## src/rtl/tmr_pkg.sv

```systemverilog
package tmr_pkg;
  localparam int ADDR_W = 4;
  localparam logic [ADDR_W-1:0] A_CTRL  = 4'd0;
  localparam logic [ADDR_W-1:0] A_PRESC = 4'd1;
  localparam logic [ADDR_W-1:0] A_COUNT = 4'd2;
  localparam logic [ADDR_W-1:0] A_MCTL  = 4'd4;
  localparam logic [ADDR_W-1:0] A_CCTL  = 4'd5;
  localparam logic [ADDR_W-1:0] A_STAT  = 4'd6;
  localparam int MATCH_BASE = 8;
  localparam int SNAP_BASE  = 12;
  localparam int FIELD_W    = 3;
endpackage

```

## src/rtl/tmr_count_core.sv

```systemverilog
module tmr_count_core #(
  parameter int TW = 32
) (
  input  logic          clk,
  input  logic          rst_n,
  input  logic          en,
  input  logic          crst,
  input  logic          pause,
  input  logic [TW-1:0] presc,
  input  logic          mreset,
  input  logic          mstop,
  output logic [TW-1:0] count,
  output logic          tick
);
  logic [TW-1:0] pcnt_q, pcnt_d, cnt_q, cnt_d;
  logic          running;

  always_comb begin
    running = en & ~crst & ~pause;
    tick    = running && (pcnt_q >= presc);
    pcnt_d  = pcnt_q;
    cnt_d   = cnt_q;
    if (crst) begin
      pcnt_d = '0;
      cnt_d  = '0;
    end else if (running) begin
      pcnt_d = tick ? '0 : pcnt_q + 1'b1;
      if (tick) begin
        if (mreset)     cnt_d = '0;
        else if (!mstop) cnt_d = cnt_q + 1'b1;
      end
    end
  end

  always_ff @(posedge clk or negedge rst_n) begin
    if (!rst_n) begin
      pcnt_q <= '0;
      cnt_q  <= '0;
    end else begin
      pcnt_q <= pcnt_d;
      cnt_q  <= cnt_d;
    end
  end

  assign count = cnt_q;

  assert_crst_hold_R3: assert property (@(posedge clk) disable iff (!rst_n)
    crst |=> (cnt_q == '0 && pcnt_q == '0));
  assert_pause_freeze_R4: assert property (@(posedge clk) disable iff (!rst_n)
    (pause && !crst) |=> ($stable(cnt_q) && $stable(pcnt_q)));
  assert_match_zero_R6: assert property (@(posedge clk) disable iff (!rst_n)
    (tick && mreset) |=> (cnt_q == '0));
  assert_stop_hold_R7: assert property (@(posedge clk) disable iff (!rst_n)
    (tick && mstop && !mreset) |=> $stable(cnt_q));
endmodule

```

## src/rtl/tmr_match_unit.sv

```systemverilog
module tmr_match_unit #(
  parameter int TW = 32,
  parameter int NM = 4
) (
  input  logic                  tick,
  input  logic [TW-1:0]         count,
  input  logic [NM-1:0][TW-1:0] mval,
  input  logic [3*NM-1:0]       mctl,
  output logic [NM-1:0]         hit,
  output logic                  mreset,
  output logic                  mstop
);
  logic [NM-1:0] rs_sel, st_sel;

  for (genvar i = 0; i < NM; i++) begin : g_cmp
    assign hit[i]    = tick && (count == mval[i]);
    assign rs_sel[i] = mctl[3*i+1];
    assign st_sel[i] = mctl[3*i+2];
  end

  assign mreset = |(hit & rs_sel);
  assign mstop  = |(hit & st_sel);
endmodule

```

## src/rtl/tmr_snap_chan.sv

```systemverilog
module tmr_snap_chan #(
  parameter int TW = 32
) (
  input  logic          clk,
  input  logic          rst_n,
  input  logic          pin,
  input  logic          rise_en,
  input  logic          fall_en,
  input  logic [TW-1:0] count,
  output logic          evt,
  output logic [TW-1:0] snap
);
  logic s1_q, s2_q, s3_q;
  logic [TW-1:0] snap_q, snap_d;

  always_comb begin
    evt    = (rise_en && s2_q && !s3_q) || (fall_en && !s2_q && s3_q);
    snap_d = evt ? count : snap_q;
  end

  always_ff @(posedge clk or negedge rst_n) begin
    if (!rst_n) begin
      s1_q   <= 1'b0;
      s2_q   <= 1'b0;
      s3_q   <= 1'b0;
      snap_q <= '0;
    end else begin
      s1_q   <= pin;
      s2_q   <= s1_q;
      s3_q   <= s2_q;
      snap_q <= snap_d;
    end
  end

  assign snap = snap_q;

  assert_snap_load_R8: assert property (@(posedge clk) disable iff (!rst_n)
    evt |=> (snap_q == $past(count)));
  assert_snap_quiet_R8: assert property (@(posedge clk) disable iff (!rst_n)
    !evt |=> $stable(snap_q));
endmodule

```

## src/rtl/tmr_capmatch_top.sv

```systemverilog
module tmr_capmatch_top
  import tmr_pkg::*;
#(
  parameter int TW = 32,
  parameter int NM = 4,
  parameter int NC = 4
) (
  input  logic              clk,
  input  logic              rst_n,
  input  logic              pause,
  input  logic [NC-1:0]     cap_in,
  input  logic              we,
  input  logic [ADDR_W-1:0] addr,
  input  logic [TW-1:0]     wdata,
  output logic [TW-1:0]     rdata,
  output logic              irq
);
  localparam int NS = NM + NC;

  logic rs1_q, rs2_q, srst_n;
  always_ff @(posedge clk or negedge rst_n) begin
    if (!rst_n) begin
      rs1_q <= 1'b0;
      rs2_q <= 1'b0;
    end else begin
      rs1_q <= 1'b1;
      rs2_q <= rs1_q;
    end
  end
  assign srst_n = rs2_q;

  logic [1:0]              ctrl_q, ctrl_d;
  logic [TW-1:0]           presc_q, presc_d;
  logic [3*NM-1:0]         mctl_q, mctl_d;
  logic [3*NC-1:0]         cctl_q, cctl_d;
  logic [NS-1:0]           stat_q, stat_d, irq_mask;
  logic [NM-1:0][TW-1:0]   mval_q, mval_d;
  logic [NC-1:0][TW-1:0]   snap;
  logic [NC-1:0]           cevt;
  logic [NM-1:0]           hit;
  logic [TW-1:0]           count;
  logic                    tick, mreset, mstop;

  tmr_count_core #(.TW(TW)) u_core (
    .clk(clk), .rst_n(srst_n), .en(ctrl_q[0]), .crst(ctrl_q[1]), .pause(pause),
    .presc(presc_q), .mreset(mreset), .mstop(mstop), .count(count), .tick(tick));

  tmr_match_unit #(.TW(TW), .NM(NM)) u_match (
    .tick(tick), .count(count), .mval(mval_q), .mctl(mctl_q),
    .hit(hit), .mreset(mreset), .mstop(mstop));

  for (genvar c = 0; c < NC; c++) begin : g_snap
    tmr_snap_chan #(.TW(TW)) u_snap (
      .clk(clk), .rst_n(srst_n), .pin(cap_in[c]),
      .rise_en(cctl_q[3*c]), .fall_en(cctl_q[3*c+1]),
      .count(count), .evt(cevt[c]), .snap(snap[c]));
    assign irq_mask[NM+c] = cctl_q[3*c+2];
  end
  for (genvar m = 0; m < NM; m++) begin : g_mmask
    assign irq_mask[m] = mctl_q[3*m];
  end

  always_comb begin
    ctrl_d  = ctrl_q;
    presc_d = presc_q;
    mctl_d  = mctl_q;
    cctl_d  = cctl_q;
    mval_d  = mval_q;
    stat_d  = stat_q;
    if (we) begin
      if (addr == A_CTRL)  ctrl_d  = wdata[1:0];
      if (addr == A_PRESC) presc_d = wdata;
      if (addr == A_MCTL)  mctl_d  = wdata[3*NM-1:0];
      if (addr == A_CCTL)  cctl_d  = wdata[3*NC-1:0];
      if (addr == A_STAT)  stat_d  = stat_q & ~wdata[NS-1:0];
      for (int m = 0; m < NM; m++)
        if (int'(addr) == MATCH_BASE + m) mval_d[m] = wdata;
    end
    if (mstop) ctrl_d[0] = 1'b0;
    stat_d = stat_d | {cevt, hit};
  end

  always_ff @(posedge clk or negedge srst_n) begin
    if (!srst_n) begin
      ctrl_q  <= '0;
      presc_q <= '0;
      mctl_q  <= '0;
      cctl_q  <= '0;
      mval_q  <= '0;
      stat_q  <= '0;
    end else begin
      ctrl_q  <= ctrl_d;
      presc_q <= presc_d;
      mctl_q  <= mctl_d;
      cctl_q  <= cctl_d;
      mval_q  <= mval_d;
      stat_q  <= stat_d;
    end
  end

  always_comb begin
    rdata = '0;
    case (addr)
      A_CTRL:  rdata[1:0]      = ctrl_q;
      A_PRESC: rdata           = presc_q;
      A_COUNT: rdata           = count;
      A_MCTL:  rdata[3*NM-1:0] = mctl_q;
      A_CCTL:  rdata[3*NC-1:0] = cctl_q;
      A_STAT:  rdata[NS-1:0]   = stat_q;
      default: ;
    endcase
    for (int m = 0; m < NM; m++)
      if (int'(addr) == MATCH_BASE + m) rdata = mval_q[m];
    for (int c = 0; c < NC; c++)
      if (int'(addr) == SNAP_BASE + c) rdata = snap[c];
  end

  assign irq = |(stat_q & irq_mask);

  for (genvar m = 0; m < NM; m++) begin : g_mchk
    assert_hit_flag_R5: assert property (@(posedge clk) disable iff (!srst_n)
      hit[m] |=> stat_q[m]);
    assert_stop_clear_R7: assert property (@(posedge clk) disable iff (!srst_n)
      (hit[m] && mctl_q[3*m+2]) |=> !ctrl_q[0]);
  end
  for (genvar c = 0; c < NC; c++) begin : g_cchk
    assert_snap_flag_R9: assert property (@(posedge clk) disable iff (!srst_n)
      cevt[c] |=> stat_q[NM+c]);
  end
  assert_stat_sticky_R10: assert property (@(posedge clk) disable iff (!srst_n)
    !(we && addr == A_STAT) |=> ((stat_q & $past(stat_q)) == $past(stat_q)));
endmodule

```

## config.mk

```make
export PLATFORM = sky130hd
export DESIGN_NAME = tmr_capmatch_top
export DESIGN_NICKNAME = d
export VERILOG_FILES = /design/src/rtl/tmr_pkg.sv /design/src/rtl/tmr_count_core.sv /design/src/rtl/tmr_match_unit.sv /design/src/rtl/tmr_snap_chan.sv /design/src/rtl/tmr_capmatch_top.sv
export SDC_FILE = /design/constraint.sdc
export NUM_CORES = 1
export LEC_CHECK = 0
export BUFFER_PORTS_ARGS = -buffer_cell sky130_fd_sc_hd__buf_2
export CAP_MARGIN = 5
export CORE_ASPECT_RATIO = 1.75
export CORE_MARGIN = 5
export CORE_UTILIZATION = 50
export DETAILED_ROUTE_END_ITERATION = 16
export GPL_TIMING_DRIVEN = 0
export PLACE_DENSITY = 0.67
export SYNTH_ARGS = -nofsm -noshare
export SYNTH_HDL_FRONTEND = slang
export SYNTH_SLANG_ARGS = --single-unit
```

## constraint.sdc

```tcl
create_clock -name clk -period 19.5 [get_ports clk]
set_input_delay 0.975 -clock clk [delete_from_list [all_inputs] [get_ports clk]]
set_output_delay 0.975 -clock clk [all_outputs]
set_load 0.01 [all_outputs]
```

==> results of run 1 <==
==> registers in the layout, indices dropped and copies added (netlist names) <==
register / flops
mctl_q: 12
g_snap.u_snap.s3_q: 4
rs1_q: 1
u_core.count: 32
g_snap.u_snap.s1_q: 4
g_snap.u_snap.s2_q: 4
mval_q: 128
cctl_q: 12
stat_q: 8
rs2_q: 1
presc_q: 32
g_snap.u_snap.snap: 128
u_core.pcnt_q: 32
ctrl_q: 2
==> cells by family (layout without fill, tap and decap cells) <==
kind of cell	count (synthesis)	count (layout)	share of synthesized area, %
and+or+nand+nor	405	405	9.76
DFF	400	400	48.9
AOI/OAI and AO/OA	356	356	11.4
muxes	311	311	17.3
buffers and inverters	201	353	3.91
xor gates and xnor gates	156	156	6.68
adders and majority gates	34	34	2.08
other	1	1	0.0183
==> metal layers <==
layer	global-route usage, %	part of all wire, %
met1	40.1	37
met2	55.1	49
met3	4.13	5.4
met4	20.4	7.8
met5	0	0.0094
==> cell type report <==
type	count	area, sq um
fillers	3589	17600
flip-flops and latches	400	10000
multi-input cells	1263	9660
clock buffers	55	1200
well taps	550	688
plain buffers	134	549
repair buffers	80	536
clock inverters	17	254
inverters	67	251
==> through the flow <==
stage | util [%] | worst slack (ns) | std cells | total power [mW] | hold WS, ns
6_report | 56.9 | 13.94 | 2566 | 2.30 | 0.191
5_1_grt | 56.9 | 14.02 | 2566 | 2.37 | 0.175
4_1_cts | 56.9 | 14.09 | 2566 | 2.30 | 0.176
3_5_place_dp | 53.3 | 14.10 | 2494 | 1.45 | 0.299
3_3_place_gp | 52.9 | 3.00 | 2488 | 1.43 | 0.334
2_1_floorplan | - | 7.53 | 1864 | 1.26 | 0.331
==> Yosys cell counts, types with 18 or more instances <==
cell	n	area (sq um)
dfrtp_1	400	10000
inv_1	67	251
o22ai_1	24	150
o21ai_0	103	515
nand4_1	58	363
buf_2	31	155
xnor2_1	139	1220
clkbuf_1	82	308
a22oi_1	63	473
or3_1	21	131
a222oi_1	18	180
mux2_2	302	3400
nand2_1	131	492
ha_1	34	425
a21oi_1	68	340
nand3_1	48	240
nor2_1	73	274
buf_1	20	75.1
==> path summary, 6_finish.rpt <==
| path | from | to | slack, ns | depth (start not counted) |
|---|---|---|---|---|
| worst max-delay path | addr[1] | rdata[2] | 13.94 | 10 |
| worst min-delay path | rst_n | rs1_q | 0.19 | 1 |
| worst max register to register | u_core.count[4] | u_core.count[26] | 15.30 | 10 |
| worst min register to register | rs2_q | cctl_q[11] | 0.28 | 0 |
| max in group asynchronous | rs2_q | g_snap[3].u_snap.snap[16] | 17.75 | 3 |
| min in group clk | g_snap[0].u_snap.s1_q | g_snap[0].u_snap.s2_q | 0.35 | 0 |
==> layout by cell type, fill, tap and decap left out, drive strengths merged, types with 7 or more instances in the layout <==
cell    netlist  layout
a31oi        10      10
xor2         17      17
nor2         73      73
a222oi       18      18
and4          7       7
xnor2       139     139
nor3         12      12
ha           34      34
o22ai        24      24
a21o         10      10
a22o         17      17
nand4        58      58
nor2b         8       8
nand2b        8       8
dfrtp       400     400
and3         10      10
nand2       131     131
mux2        302     302
a22oi        63      63
clkbuf       82     137
a21oi        69      69
inv          67      69
buf          52     132
or3          21      21
nand3        48      48
nor4          9       9
o21ai       110     110
==> report_power, final <==
group	internal (mW)	total [mW]	switching [mW]
Clock	0.513	0.861	0.348
Sequential	0.924	1.03	0.105
Combinational	0.172	0.407	0.236
==> impl_metrics.py, run 1 <==
metrics = {
    "global_routing": {
        "grt_pass1_wl_um": 109000,
        "grt.overflow.total": 0,
        "grt_pass1_vias": 16400,
        "antenna_found_initial": 2,
        "grt.total_usage_pct": 32.9,
        "grt_start_max_net_pins": 74,
    },
    "worst_setup_path": {
        "endpoint_kind": "output port",
        "crit_buf_inv": 4,
        "worstPathMaxFanout": 10,
        "path_class": "input port to output port",
        "cp_slowest_cell": "clkbuf_1",
        "arrival_ns": 4.58,
        "crit_path_cell_trace": "buf_2 > clkbuf_1 > nand2b_1 > nor3_1 > clkbuf_1 > a22oi_1 > a41oi_1 > o22ai_1 > nand2_1 > buf_2",
        "cp_slowest_stage_delay_ns": 0.76,
        "path_delay_family": "buffers and inverters",
        "required_ns": 18.53,
        "startpoint_type": "input port",
    },
    "logic_synthesis": {
        "synthArstFlopShare_pct": 100,
        "synth_cell_types": 59,
        "avgSynthCellArea_sq_um": 11.0,
        "synth_fp_nets": 1942,
        "syn-cell-area_sq_um": 20500,
        "ys_warn_count": 0,
        "ys_ff_latch": 400,
        "synth_cells": 1864,
        "ys_seq_area_share_pct": 48.9,
        "synth_enable_flop_cells": 0,
        "dominantRegCellSynth": "dfrtp_1",
    },
    "drt": {
        "wl_um": 74400,
        "firstDrtPassIters": 9,
        "final_antenna_net_count": 0,
        "drt_iter0_markers": 1472,
        "drc": 0,
        "via_per_inst": 6.18,
        "wire_per_inst_um": 29.0,
        "vias": 15900,
    },
    "die": {
        "die_x_um": 163,
        "dieArea_sq_um": 45200,
        "start_util_pct": 50.3,
        "row_count": 98,
        "io_pins": 77,
        "die_h_um": 278,
        "core_area_sq_um": 40700,
    },
    "place": {
        "gp_congestion": 1.03,
        "post_dp_cell_area_sq_um": 21700,
        "port_buffers": 74,
        "dp_hpwl_um": 58400,
    },
    "sta": {
        "period_needed_ns": 5.56,
        "hold_violations": 0,
        "setup_viol": 0,
        "max_slew.worst_pin.slew_ns": 1.25,
        "grt_setup_unrepaired": "no",
        "tns_ns": 0,
        "slew_violations": 0,
        "relSlewSlack_pct": 16.1,
        "skew_ns": 0.0182,
        "period_share_pct": 28.5,
        "max_freq_mhz": 180,
    },
    "power_and_ir_drop": {
        "ir_worst_vdd_v": 0.0000754,
        "power.density_nw_per_um2": 99.3,
        "power.leakage_nw": 10.1,
    },
    "cells_and_area": {
        "antenna_cells": 0,
        "num-nets-final": 2065,
        "fin_area_sq_um": 23200,
        "drive_above_1_share_pct": 24.7,
        "area_delta_synth_final_pct": 13.1,
    },
    "worst_hold_path": {
        "min_path_type": "input port to async pin",
    },
    "cts": {
        "cts_resized": 0,
        "hold_buffers": 0,
        "cts_sinks": 400,
        "cts_made_buffers": 41,
        "clk_latency_ns": 0.56,
        "cts_max_level": 2,
        "clockBufferDepth": 3,
        "post_cts_buffers": 0,
        "cts_tree": "done",
        "clkSlewWorstSetupHoldPaths_ns": 0.06,
        "root_buffer": "clkbuf_16",
    },
    "outcome": {
        "status": "finished clean",
    },
    "job": {
        "cap_violations": 0,
    },
}
No activity file was read; power rests on OpenSTA's default activity.
==> inputs of run 2 (changes only) <==
- ABC_AREA: not set -> 1
- clock period: 19.5 -> 5.2 ns (I/O delays scaled with it)
==> impl_metrics.py, run 2 <==
metrics = {
    "outcome": {
        "status": "finished clean",
    },
    "drt": {
        "firstDrtPassIters": 8,
        "wire_per_inst_um": 22.8,
        "drt_iter0_markers": 1763,
        "wl_um": 73300,
        "final_antenna_net_count": 0,
        "drc": 0,
        "vias": 18600,
        "via_per_inst": 5.78,
    },
    "cells_and_area": {
        "final_common_cell": "nand2_1",
        "layout.cells.non_filler": 3211,
        "layout_common_cells": "751 x nand2_1, 399 x dfrtp_1, 344 x o21ai_0, 172 x inv_1, 120 x nor2_1",
        "num-nets-final": 2712,
        "fin_area_sq_um": 23100,
        "drive_above_1_share_pct": 8.50,
        "area_delta_synth_final_pct": 12.1,
    },
    "logic_synthesis": {
        "synth_common_cells": "751 x nand2_1, 400 x dfrtp_1, 344 x o21ai_0",
        "synth_cells": 2506,
        "ys_warn_count": 0,
        "syn-cell-area_sq_um": 20600,
        "dominantRegCellSynth": "dfrtp_1",
        "avgSynthCellArea_sq_um": 8.21,
        "ys_top_cells_by_area": "dfrtp_1 49%, nand2_1 14%, o21ai_0 8.4%",
        "yosysMostFrequentCell": "nand2_1",
        "synth_cell_types": 53,
        "ys_ff_latch": 400,
        "ys_seq_area_share_pct": 48.6,
        "synthArstFlopShare_pct": 100,
        "yosysTopAreaCell": "dfrtp_1",
        "netlist.area_leader.share_pct": 48.6,
        "synth_enable_flop_cells": 0,
        "synth_fp_nets": 2584,
    },
    "die": {
        "start_util_pct": 50.4,
        "row_count": 98,
        "core_area_sq_um": 40800,
        "io_pins": 77,
        "die_x_um": 163,
        "die_h_um": 278,
        "dieArea_sq_um": 45500,
    },
    "global_routing": {
        "grt_pass1_vias": 18500,
        "grt_pass1_wl_um": 111000,
        "grt.total_usage_pct": 32.1,
        "grt_start_max_net_pins": 67,
        "antenna_found_initial": 3,
        "grt.overflow.total": 0,
    },
    "worst_setup_path": {
        "reg2reg_depth": 13,
        "r2r-start": "presc_q[23]",
        "rrSetupSlack_ns": 2.02,
        "path_class": "input port to output port",
        "arrival_ns": 3.04,
        "r2r_end": "u_core.count[25]",
        "worstPathMaxFanout": 10,
        "required_ns": 4.94,
        "startpoint_type": "input port",
        "endpoint_kind": "output port",
    },
    "cts": {
        "cts_tree": "done",
        "clk_latency_ns": 0.55,
        "cts_max_level": 2,
        "cts_made_buffers": 39,
        "cts_sinks": 400,
        "clockBufferDepth": 3,
        "root_buffer": "clkbuf_16",
        "clkSlewWorstSetupHoldPaths_ns": 0.06,
        "cts_resized": 0,
    },
    "sta": {
        "grt_setup_unrepaired": "no",
        "hold_violations": 0,
        "max_freq_mhz": 303,
        "period_share_pct": 63.4,
        "max_slew.worst_pin.slew_ns": 1.38,
        "setup_viol": 0,
        "period_needed_ns": 3.30,
        "slew_violations": 0,
        "skew_ns": 0.0278,
        "relSlewSlack_pct": 7.05,
    },
    "place": {
        "dp_hpwl_um": 56700,
        "port_buffers": 75,
        "post_dp_cell_area_sq_um": 21800,
        "gp_congestion": 1.02,
        "post-place-cells": 3137,
    },
    "worst_hold_path": {
        "min_path_type": "input port to async pin",
    },
    "power_and_ir_drop": {
        "power.leakage_nw": 10.4,
        "ir_worst_vdd_v": 0.000247,
        "power.density_nw_per_um2": 355,
    },
    "job": {
        "cap_violations": 0,
    },
}
-- run 2: changes by cell type after synthesis, sizes merged, moves of 20 or more --
cell / before / now
o21ai: 110 / 344
nor3: 12 / 48
nand4: 58 / 98
xnor2: 139 / 119
xor2: 17 / 42
inv: 67 / 180
nor2: 73 / 129
nand2: 131 / 765
or3: 21 / 0
mux2: 302 / 0
a22oi: 63 / 2
-- run 2: timing repair --
| item | in CTS | in global routing |
|---|---|---|
| hold endpoints to repair | 7 | 0 |
| hold buffers | 6 | 0 |
| buffers inserted | 0 | 0 |
-- run 2: logic make-up after synthesis --
logic type | count (synthesis) | share of synthesized area, %
other | 1 | 0.0182
and+or+nand+nor | 1105 | 22.8
DFF | 400 | 48.6
buffers and inverters | 317 | 6.54
adders and majority gates | 34 | 2.07
AOI/OAI and AO/OA | 488 | 13.0
xor gates and xnor gates | 161 | 6.85
-- run 2: worst max path at each step --
stage	start	to	slack [ns]	cells after the start
floorplan	rs2_q	cctl_q[0]	1.27	0
global placement	rs2_q	g_snap[3].u_snap.snap[25]	-0.21	0
detailed placement	addr[0]	rdata[17]	1.96	9
CTS	addr[0]	rdata[17]	1.96	9
global route	u_core.pcnt_q[23]	u_core.count[25]	1.74	12
finish	addr[0]	rdata[17]	1.90	9
-- run 2: cell type report --
| class | instances | area (sq um) |
|---|---|---|
| Clock buffer | 48 | 1040 |
| Inverter | 184 | 693 |
| Buffer | 133 | 653 |
| Fill cell | 3862 | 17800 |
| Tap cell | 550 | 688 |
| Antenna cell | 3 | 7.51 |
| Timing Repair Buffer | 87 | 593 |
| Multi-Input combinational cell | 1789 | 9220 |
| Sequential cell | 400 | 10000 |
| Clock inverter | 17 | 148 |
-- run 2: power breakdown --
group / total [mW] / leakage, nW / internal, mW / switching, mW
clock network: 2.78 / 0.589 / 1.52 / 1.26
logic: 1.57 / 4.55 / 0.569 / 0.999
registers: 3.85 / 5.28 / 3.49 / 0.358
-- run 2: worst max-delay path, cell delays in order --
cell,delay (ns)
buf_2,0.12
nor2_1,0.20
inv_1,0.12
nor2_1,0.84
clkinv_1,0.75
o21ai_0,0.41
nor2_1,0.08
o211ai_1,0.09
buf_2,0.16
-- run 2: metrics by stage --
stage	hold WS [ns]	power, mW	setup TNS, ns	setup WS [ns]	utilization [%]
floorplan	-0.0356	4.84	0	1.27	-
global route	0.0402	8.53	0	1.74	56.5
global placement	0.0461	5.37	-51.70	-0.206	53.0
CTS	0.0189	8.21	0	1.96	56.5
finish	0.0275	8.20	0	1.90	56.5
detailed placement	0.0500	5.44	0	1.96	53.4
-- run 2: routing by layer --
layer / track usage (%) / part of all wire, % / up-vias
met4: 17.9 / 6.7 / 2
met2: 56.5 / 51 / 822
met3: 3.76 / 6.1 / 244
met1: 37.7 / 36 / 8994
met5: 0 / 0.015 / -
li1: - / - / 8506
